==> src/rtl/ovt_pkg.sv <==
package ovt_pkg;

   typedef enum logic {
      FMT_OFFSET = 1'b0,
      FMT_TWOS   = 1'b1
   } temp_fmt_e;

   typedef struct packed {
      logic trip;     // sample clears the set threshold
      logic clear;    // sample at or below the limit
      logic lim_off;  // limit code means "channel off"
   } ch_eval_t;

endpackage

==> src/rtl/ovt_thresh.sv <==
module ovt_thresh
   import ovt_pkg::*;
#(
   parameter int LIM_W       = 8,
   parameter int FRAC_W      = 2,
   parameter int MARGIN_Q    = 1,
   parameter int OFF_DIS_MAX = 1
) (
   input  logic [LIM_W+FRAC_W-1:0] temp,
   input  logic [LIM_W-1:0]        lim,
   input  temp_fmt_e               fmt,
   output ch_eval_t                eval
);
   localparam int TW  = LIM_W + FRAC_W;
   localparam int CW  = TW + 1;

   logic [TW-1:0]    t_key;
   logic [LIM_W-1:0] l_key;
   logic [CW-1:0]    lim_q;
   logic [CW-1:0]    set_q;

   // Map both formats onto an unsigned ordering.
   always_comb begin
      if (fmt == FMT_TWOS) begin
         t_key = {~temp[TW-1], temp[TW-2:0]};
         l_key = {~lim[LIM_W-1], lim[LIM_W-2:0]};
      end else begin
         t_key = temp;
         l_key = lim;
      end
      lim_q = {1'b0, l_key, {FRAC_W{1'b0}}};
      set_q = lim_q + CW'(MARGIN_Q);
   end

   always_comb begin
      eval.trip  = {1'b0, t_key} >= set_q;
      eval.clear = {1'b0, t_key} <= lim_q;
      if (fmt == FMT_TWOS)
         eval.lim_off = (l_key == '0);
      else
         eval.lim_off = (lim <= LIM_W'(OFF_DIS_MAX));
   end

endmodule

==> src/rtl/ovt_chan_state.sv <==
module ovt_chan_state
   import ovt_pkg::*;
(
   input  logic     clk,
   input  logic     rst_n,
   input  logic     active,
   input  logic     strobe,
   input  ch_eval_t eval,
   output logic     hot
);
   always_ff @(posedge clk) begin
      if (!rst_n)
         hot <= 1'b0;
      else if (!active)
         hot <= 1'b0;
      else if (strobe) begin
         if (eval.trip)
            hot <= 1'b1;
         else if (eval.clear)
            hot <= 1'b0;
      end
   end
endmodule

==> src/rtl/ovt_monitor.sv <==
module ovt_monitor
   import ovt_pkg::*;
#(
   parameter int NUM_CH      = 3,
   parameter int LIM_W       = 8,
   parameter int FRAC_W      = 2,
   parameter int MARGIN_Q    = 1,
   parameter int OFFSET_BIAS = 64,
   parameter int OFF_DIS_C   = -63,
   parameter bit REG_PIN     = 1'b0
) (
   input  logic                            clk,
   input  logic                            rst_n,
   input  logic [NUM_CH-1:0]               samp_valid,
   input  logic [NUM_CH*(LIM_W+FRAC_W)-1:0] samp_temp,
   input  logic [NUM_CH*LIM_W-1:0]         crit_lim,
   input  logic [NUM_CH-1:0]               ch_en,
   input  logic                            global_dis,
   input  logic                            hyst_en,
   input  logic                            fmt_twos,
   output logic                            ovt_n,
   output logic [NUM_CH-1:0]               ch_hot
);
   localparam int TW          = LIM_W + FRAC_W;
   localparam int OFF_DIS_MAX = OFF_DIS_C + OFFSET_BIAS;

   if (NUM_CH < 1) begin : g_bad_ch
      $error("NUM_CH must be at least 1");
   end
   if (LIM_W < 2 || FRAC_W < 1) begin : g_bad_w
      $error("LIM_W must be >= 2 and FRAC_W >= 1");
   end
   if (MARGIN_Q < 1 || MARGIN_Q >= (1 << FRAC_W) * 4) begin : g_bad_m
      $error("MARGIN_Q out of range");
   end
   if (OFF_DIS_MAX < 0 || OFF_DIS_MAX >= (1 << LIM_W)) begin : g_bad_off
      $error("offset-format off threshold does not fit the limit width");
   end

   temp_fmt_e fmt;
   logic      inhibit;

   assign fmt     = fmt_twos ? FMT_TWOS : FMT_OFFSET;
   assign inhibit = hyst_en & global_dis;

   for (genvar i = 0; i < NUM_CH; i++) begin : g_ch
      ch_eval_t eval;

      ovt_thresh #(
         .LIM_W      (LIM_W),
         .FRAC_W     (FRAC_W),
         .MARGIN_Q   (MARGIN_Q),
         .OFF_DIS_MAX(OFF_DIS_MAX)
      ) u_thresh (
         .temp (samp_temp[i*TW +: TW]),
         .lim  (crit_lim[i*LIM_W +: LIM_W]),
         .fmt  (fmt),
         .eval (eval)
      );

      ovt_chan_state u_state (
         .clk    (clk),
         .rst_n  (rst_n),
         .active (ch_en[i] & ~eval.lim_off & ~inhibit),
         .strobe (samp_valid[i]),
         .eval   (eval),
         .hot    (ch_hot[i])
      );
   end

   if (REG_PIN) begin : g_pin_reg
      always_ff @(posedge clk) begin
         if (!rst_n)
            ovt_n <= 1'b1;
         else
            ovt_n <= ~|ch_hot;
      end
   end else begin : g_pin_comb
      assign ovt_n = ~|ch_hot;
   end

endmodule

==> config.mk <==
export PLATFORM = sky130hd
export DESIGN_NAME = ovt_monitor
export DESIGN_NICKNAME = d
export VERILOG_FILES = /design/src/rtl/ovt_pkg.sv /design/src/rtl/ovt_thresh.sv /design/src/rtl/ovt_chan_state.sv /design/src/rtl/ovt_monitor.sv
export SDC_FILE = /design/constraint.sdc
export NUM_CORES = 1
export LEC_CHECK = 0
export BUFFER_PORTS_ARGS = -buffer_cell sky130_fd_sc_hd__buf_4
export CAP_MARGIN = 10
export CORE_MARGIN = 4
export CORE_UTILIZATION = 45
export CTS_CLUSTER_SIZE = 14
export DETAILED_ROUTE_END_ITERATION = 6
export PLACE_DENSITY = 0.91
export SYNTH_ARGS = -nofsm -noshare
export SYNTH_HDL_FRONTEND = slang
export SYNTH_HIERARCHICAL = 1
export SYNTH_SLANG_ARGS = --single-unit
==> constraint.sdc <==
create_clock -name clk -period 1.9 [get_ports clk]
set_clock_uncertainty 0.05 [all_clocks]
set_input_delay 0.19 -clock clk [delete_from_list [all_inputs] [get_ports clk]]
set_output_delay 0.19 -clock clk [all_outputs]
set_load 0.01 [all_outputs]
; ---- Word-level counts from Yosys, hierarchy flattened
; Cells that the tools add are included.
[word_totals]
regBits = 3
input_bits = 65
output_inout_bits = 4
elab_cells = 62
[classes]
add_sub_neg = 3
order_cmp = 9
n_mux = 16
n_bitwise = 17
reduce_logical = 14
[op_table]
columns = cell, n
row1 = 10-bit by 1-bit adder with 11-bit output (second input constant), 3
row2 = 10-bit by 11-bit >= comparator with 1-bit output, 3
row3 = 10-bit less-or-equal comparator, 3
row4 = 10-bit 2-to-1 mux, 3
row5 = 8-bit by 1-bit less-or-equal comparator with 1-bit output (second input constant), 3
row6 = 8-bit logical NOT, 3
row7 = 8-bit 2-to-1 mux, 3
row8 = 2-bit AND reduction, 6
row9 = 1-bit 2-to-1 mux, 10
row10 = 1-bit inverter, 10
row11 = 1-bit bitwise AND, 7
row12 = 2-bit nonzero test, 3
row13 = 3-bit OR reduction, 1
row14 = 1-bit logical NOT, 1

; ---- Depth between registers and ports, before layout
; Gate-level depths: netlist of the first run.
[depth]
word_depth = 8
mapped_depth = 8
mapped_depth_nobuf = 8

; ---- Hierarchy
; Netlist of the first run, hierarchy kept.
[by_module_without_submodules]
columns = module, instances, cells_per_inst, area_each_um2, seq_area_each_um2
row1 = ovt_thresh (g_ch[0].u_thresh ...), 2, 51, 351.6, 0.0
row2 = ovt_thresh (g_ch[1].u_thresh), 1, 52, 347.8, 0.0
row3 = ovt_chan_state, 3, 5, 46.3, 20.0
row4 = ovt_monitor, 1, 5, 51.3, 0.0

; ---- Worst setup path before layout of the first run
; Ideal clock, no wire load.
[synth_timing]
path_kind = input -> register
from = in crit_lim[2]
to = reg g_ch[0].u_state.hot
setup_ns = 0.113
t_arrival_ns = 1.518
required_time_ns = 1.737
slack_ns = 0.219
cell_stages = 8
path_buffers = 0
cell_sequence = inv_1 -> ha_1 -> a211oi_2 -> nor2_1 -> or3_1 -> a221o_1 -> nand2_1 -> a21oi_2
[synth_lines]
columns = element, line_no
row1 = "start, declared", ovt_monitor.sv:16  ; input logic [NUM_CH*LIM_W-1:0] crit_lim,
row2 = "end signal, assigned", ovt_chan_state.sv:13  ; hot <= 1'b0;
row3 = "end signal, assigned", ovt_chan_state.sv:15  ; hot <= 1'b0;
row4 = "end signal, assigned", ovt_chan_state.sv:18  ; hot <= 1'b1;
row5 = "end, declared", ovt_chan_state.sv:9  ; output logic hot

==> flow_summary.json, run 1 <==
{
  "cp.arrival_ns": 1.71,
  "p_leak_nw": 0.9824,
  "finalPower_mw": 0.5476,
  "root_buffer": "clkbuf_4",
  "avgViaCountPerCell": 5.478,
  "area.growth.synth_to_final_pct": 46.27,
  "internal-power_mw": 0.3395,
  "layout_common_cells": "buf_4 (68), inv_1 (30), ha_1 (24)",
  "sw_frac_of_total_pct": 38.00,
  "cts.sinks": 3,
  "path_class": "in2reg",
  "cts_resized": 0,
  "final_antenna_net_count": 0,
  "postCtsSetupBuffers": 0,
  "final_common_cell": "buf_4",
  "synth_seq_cells": 3,
  "grt-ovfl-total": 0,
  "grt_max_degree": 13,
  "synth_ff_type": "dfxtp_1",
  "cp.required_ns": 1.98,
  "syn_area_um2": 1241,
  "drv_cap": 0,
  "finalCritPeriodShare_pct": 85.90,
  "clk_latency_ns": 0.23,
  "place_congestion": 0.8840,
  "routedWlPerCell_um": 13.20,
  "postLayoutCoreUtil_pct": 71.34,
  "cts_made_buffers": 3,
  "ys_types": 39,
  "routed_wl_mm": 3.643,
  "vias": 1512,
  "clockPowerShare_pct": 21.1,
  "core.rowCount": 18,
  "cts_max_level": 1,
  "maxSlewHeadroom_pct": 70.44,
  "fmax_ghz": 0.6127,
  "io_pins": 69,
  "drive_above_1_share_pct": 32.93,
  "grt_usage_pct": 20.89,
  "final_nets": 336,
  "comb_power_share_pct": 66.6,
  "yosysSeqAreaShare_pct": 4.839,
  "syn_nets": 263,
  "ctsHoldBuffers": 0,
  "ff_latch_area_um2": 60.06,
  "switchingPower_mw": 0.2081,
  "grt_pass1_wl_mm": 5.913,
  "cp_max_fo": 3,
  "clock_path_buffers": 2,
  "yosys_warnings": 6,
  "status": "finished, final reports clean",
  "cp-end-kind": "flip-flop",
  "drt_iter0_markers": 50,
  "startpoint_type": "primary input",
  "io_buffers": 68,
  "p_per_area_nw_per_um2": 301.6,
  "drc": 0,
  "top_regs": "g_ch.u_state/hot: 3 flops",
  "drv_slew": 0,
  "hold_class": "in2reg",
  "pwr-share-seq_pct": 12.3,
  "drt_pass1_iterations": 4,
  "fin_crit_ns": 1.632,
  "die_x_um": 60.52,
  "clkSlewWorstSetupHoldPaths_ns": 0.04,
  "largest_register_ffs": 3,
  "avgSynthCellArea_um2": 7.133,
  "top_register": "g_ch.u_state/hot",
  "finalHoldViolCount": 0,
  "setup_tns_ns": 0,
  "synth_edf_count": 0,
  "vdd_ir_drop_max_uv": 411.1,
  "async_flop_share_pct": 0,
  "grt_setup_unrepaired": "false",
  "hpwl_mm": 3.185,
  "initial_utilization_pct": 48.77,
  "setup_viol": 0,
  "worst_slew_pin_slew_ns": 0.4322,
  "fillers": 214,
  "antenna_found_initial": 0,
  "n_antenna_cell": 0,
  "die_area_um2": 3663,
  "multi_input_area_um2": 1069,
  "core-area_um2": 2545,
  "die_h_um": 60.52,
  "synthCells": 174,
  "cts_tree": "yes",
  "grt_pass1_vias": 1458
}
## routing by layer
layer	global-route usage (%)	routed length [um]
met1	25.92	1523
met2	37.81	1789
met5	0	0
met4	1.858	0
met3	5.319	330
## power groups by stage
stage                     combinational, mW  sequential (mW)  clock, mW
final                                 0.365           0.0671      0.116
after global routing                  0.409           0.0674      0.128
after CTS                             0.364           0.0671      0.120
after detailed placement              0.361           0.0679          0
after global placement                0.349           0.0680          0
after floorplan                       0.192           0.0686          0
## area by class of cell
class | instances | area share [%]
clock buffer | 4 | 1.447
multi-input combinational | 141 | 58.86
tap | 30 | 2.068
inverter | 30 | 6.203
timing repair buffer | 68 | 28.12
sequential | 3 | 3.308
## stage by stage
stage / instances / hold slack, ns / worst slack, ns / area, um2
finish: 276 / 0.1611 / 0.2678 / 1815
global route: 276 / 0.1542 / 0.1952 / 1815
detailed placement: 272 / 0.4130 / 0.01732 / 1789
floorplan: 174 / 0.2761 / 0.2190 / 1241
global placement: 272 / 0.4173 / 0.08633 / 1789
CTS: 276 / 0.1563 / 0.2732 / 1815
## final timing paths
check / start / to / slack [ns] / cells past startpoint
max: samp_temp[24] / g_ch[2].u_state/hot$_SDFFE_PN0P_ / 0.27 / 8
min: rst_n / g_ch[1].u_state/hot$_SDFFE_PN0P_ / 0.16 / 3
max reg2reg: g_ch[1].u_state/hot$_SDFFE_PN0P_ / g_ch[1].u_state/hot$_SDFFE_PN0P_ / 1.10 / 2
min reg2reg: g_ch[0].u_state/hot$_SDFFE_PN0P_ / g_ch[0].u_state/hot$_SDFFE_PN0P_ / 0.54 / 2
## Yosys cell counts, drive strengths merged (4+ instances only)
library cell,n,share of area [%]
inv,30,9.1
ha,24,24
a21oi,15,7.0
nand2,12,3.6
nor2,12,3.6
o21ai,11,4.4
nand2b,8,4.0
a211oi,5,3.8
nor2b,5,2.5
nor4,5,2.5
nor3b,4,3.6
## worst max-delay path: stages
cell,delay [ns]
buf_4,0.11
ha_1,0.32
a211oi_2,0.22
nor2_1,0.06
or3_1,0.35
a221o_1,0.31
nand2_1,0.09
a21oi_2,0.06
## cells by family (layout without fill, tap and decap cells)
family / count (synthesis) / in the layout / synth area share, %
AOI/OAI and AO/OA: 56 / 56 / 33.67
xor gates and xnor gates: 3 / 3 / 2.117
adders and majority gates: 24 / 24 / 24.19
buffers and inverters: 30 / 102 / 9.073
DFF: 3 / 3 / 4.839
and+or+nand+nor: 58 / 58 / 26.11
Note: power is estimated with default switching activity, not from simulation.
==> run 2, diff against run 1 <==
--- a/config.mk
+++ b/config.mk
@@ -7,11 +7,14 @@
 export LEC_CHECK = 0
 export BUFFER_PORTS_ARGS = -buffer_cell sky130_fd_sc_hd__buf_4
 export CAP_MARGIN = 10
+export CELL_PAD_IN_SITES_DETAIL_PLACEMENT = 1
+export CELL_PAD_IN_SITES_GLOBAL_PLACEMENT = 2
 export CORE_MARGIN = 4
-export CORE_UTILIZATION = 45
+export CORE_UTILIZATION = 23
 export CTS_CLUSTER_SIZE = 14
 export DETAILED_ROUTE_END_ITERATION = 6
-export PLACE_DENSITY = 0.91
+export PLACE_DENSITY = 0.92
+export SKIP_LAST_GASP = 1
 export SYNTH_ARGS = -nofsm -noshare
 export SYNTH_HDL_FRONTEND = slang
 export SYNTH_HIERARCHICAL = 1
==> flow_summary.json, run 2 (same netlist as run 1, synthesis figures left out) <==
{
  "io_buffers": 68,
  "grt-ovfl-total": 0,
  "hold_class": "in2reg",
  "place_congestion": 0.7933,
  "cp.required_ns": 1.96,
  "top_register": "g_ch.u_state/hot",
  "dp_slack_ns": 0.02592,
  "io_pins": 69,
  "design_area_um2": 1884,
  "routedWlPerCell_um": 12.86,
  "ctsHoldBuffers": 0,
  "final_common_cell": "buf_4",
  "n_antenna_cell": 0,
  "clkSlewWorstSetupHoldPaths_ns": 0.03,
  "setup_tns_ns": 0,
  "dpl_cell_area_um2": 1839,
  "setup_viol": 0,
  "status": "finished, final reports clean",
  "core-area_um2": 5172,
  "path_class": "in2reg",
  "drv_cap": 0,
  "grt_usage_pct": 12.45,
  "layoutNonFillerInstCount": 316,
  "cp.arrival_ns": 1.69,
  "cts_tree": "yes",
  "r2r_slack_ns": 1.11,
  "fmax_ghz": 0.6131,
  "cts_max_level": 1,
  "cts_resized": 0,
  "antenna_found_initial": 0,
  "final_antenna_net_count": 0,
  "cp-end-kind": "flip-flop",
  "vias": 1483,
  "drive_above_1_share_pct": 32.93,
  "grt_max_degree": 13,
  "final_nets": 336,
  "cts_made_buffers": 3,
  "hpwl_mm": 3.722,
  "cts.sinks": 3,
  "routed_wl_mm": 4.064,
  "root_buffer": "clkbuf_8",
  "finalHoldViolCount": 0,
  "maxSlewHeadroom_pct": 76.50,
  "whs_endpoint": "g_ch[2].u_state/hot$_SDFFE_PN0P_",
  "die_x_um": 81.46,
  "area.growth.synth_to_final_pct": 51.81,
  "top_regs": "g_ch.u_state/hot: 3 flops",
  "fin_crit_ns": 1.631,
  "startpoint_type": "primary input",
  "hold_depth": 3,
  "timing.rr.end": "g_ch[2].u_state/hot$_SDFFE_PN0P_",
  "placedCellCount": 312,
  "initial_utilization_pct": 24.00,
  "layout_setup_ws_ns": 0.2690,
  "avgViaCountPerCell": 4.693,
  "grt_pass1_vias": 1513,
  "grt_setup_unrepaired": "false",
  "holdCritStartpoint": "rst_n",
  "p_leak_nw": 0.9902,
  "drv_slew": 0,
  "clock_path_buffers": 2,
  "die_h_um": 81.46,
  "finalPower_mw": 0.6179,
  "drc": 0,
  "finalCritPeriodShare_pct": 85.84,
  "p_per_area_nw_per_um2": 327.9,
  "clk_latency_ns": 0.22,
  "rr_startpoint": "g_ch[2].u_state/hot$_SDFFE_PN0P_",
  "postCtsSetupBuffers": 0,
  "worst_slew_pin_slew_ns": 0.3436,
  "vdd_ir_drop_max_uv": 346.0,
  "fillers": 646,
  "core.rowCount": 26,
  "r2r_cells": 2,
  "drt_pass1_iterations": 4,
  "die_area_um2": 6636,
  "grt_pass1_wl_mm": 6.589,
  "layout_common_cells": "buf_4 (68), inv_1 (30), ha_1 (24)",
  "drt_iter0_markers": 12,
  "cp_max_fo": 3,
  "largest_register_ffs": 3
}
## run 2: worst max-delay path by stage
stage / startpoint / endpoint / slack (ns) / depth (start not counted)
after floorplan: crit_lim[2] / g_ch[0].u_state/hot$_SDFFE_PN0P_ / 0.22 / 8
after global placement: samp_temp[24] / g_ch[2].u_state/hot$_SDFFE_PN0P_ / 0.07 / 8
after detailed placement: samp_temp[24] / g_ch[2].u_state/hot$_SDFFE_PN0P_ / 0.03 / 8
after CTS: samp_temp[24] / g_ch[2].u_state/hot$_SDFFE_PN0P_ / 0.26 / 8
after global routing: crit_lim[18] / g_ch[2].u_state/hot$_SDFFE_PN0P_ / 0.17 / 9
final: samp_temp[24] / g_ch[2].u_state/hot$_SDFFE_PN0P_ / 0.27 / 8
## run 2: worst max-delay path, cell delays in order
cell and delay, ns:
buf_4 0.11, ha_1 0.32, a211oi_2 0.22, nor2_1 0.06, or3_1 0.35, a221o_1 0.30, nand2_1 0.07, a21oi_2 0.05
## run 2: power by group
| part | leakage, nW | switching (mW) | internal (mW) |
|---|---|---|---|
| Combinational | 0.943 | 0.170 | 0.195 |
| Clock | 0.0228 | 0.0423 | 0.143 |
| Sequential | 0.0243 | 0.00158 | 0.0656 |
## run 2: cell type report
class	instances	area [um2]	area share, %
Clock buffer	4	45.04	2.390
Inverter	30	112.6	5.976
Tap cell	70	87.58	4.648
Sequential cell	3	60.06	3.187
Multi-Input combinational cell	141	1069	56.71
Timing Repair Buffer	68	510.5	27.09
## run 2: metal layers
metal	share of wire (%)	track usage [%]	vias up
met1	47	16.64	660
met2	47	21.91	38
met5	0	0	-
met3	5.5	0.7675	3
li1	-	-	782
met4	0.66	2.534	0
## run 2: per-stage QoR
stage	hold slack (ns)	utilization, %
6_report	0.1970	36.43
5_1_grt	0.2073	36.43
4_1_cts	0.1933	36.43
3_5_place_dp	0.4210	35.56
3_3_place_gp	0.4210	35.56
2_1_floorplan	0.2761	-
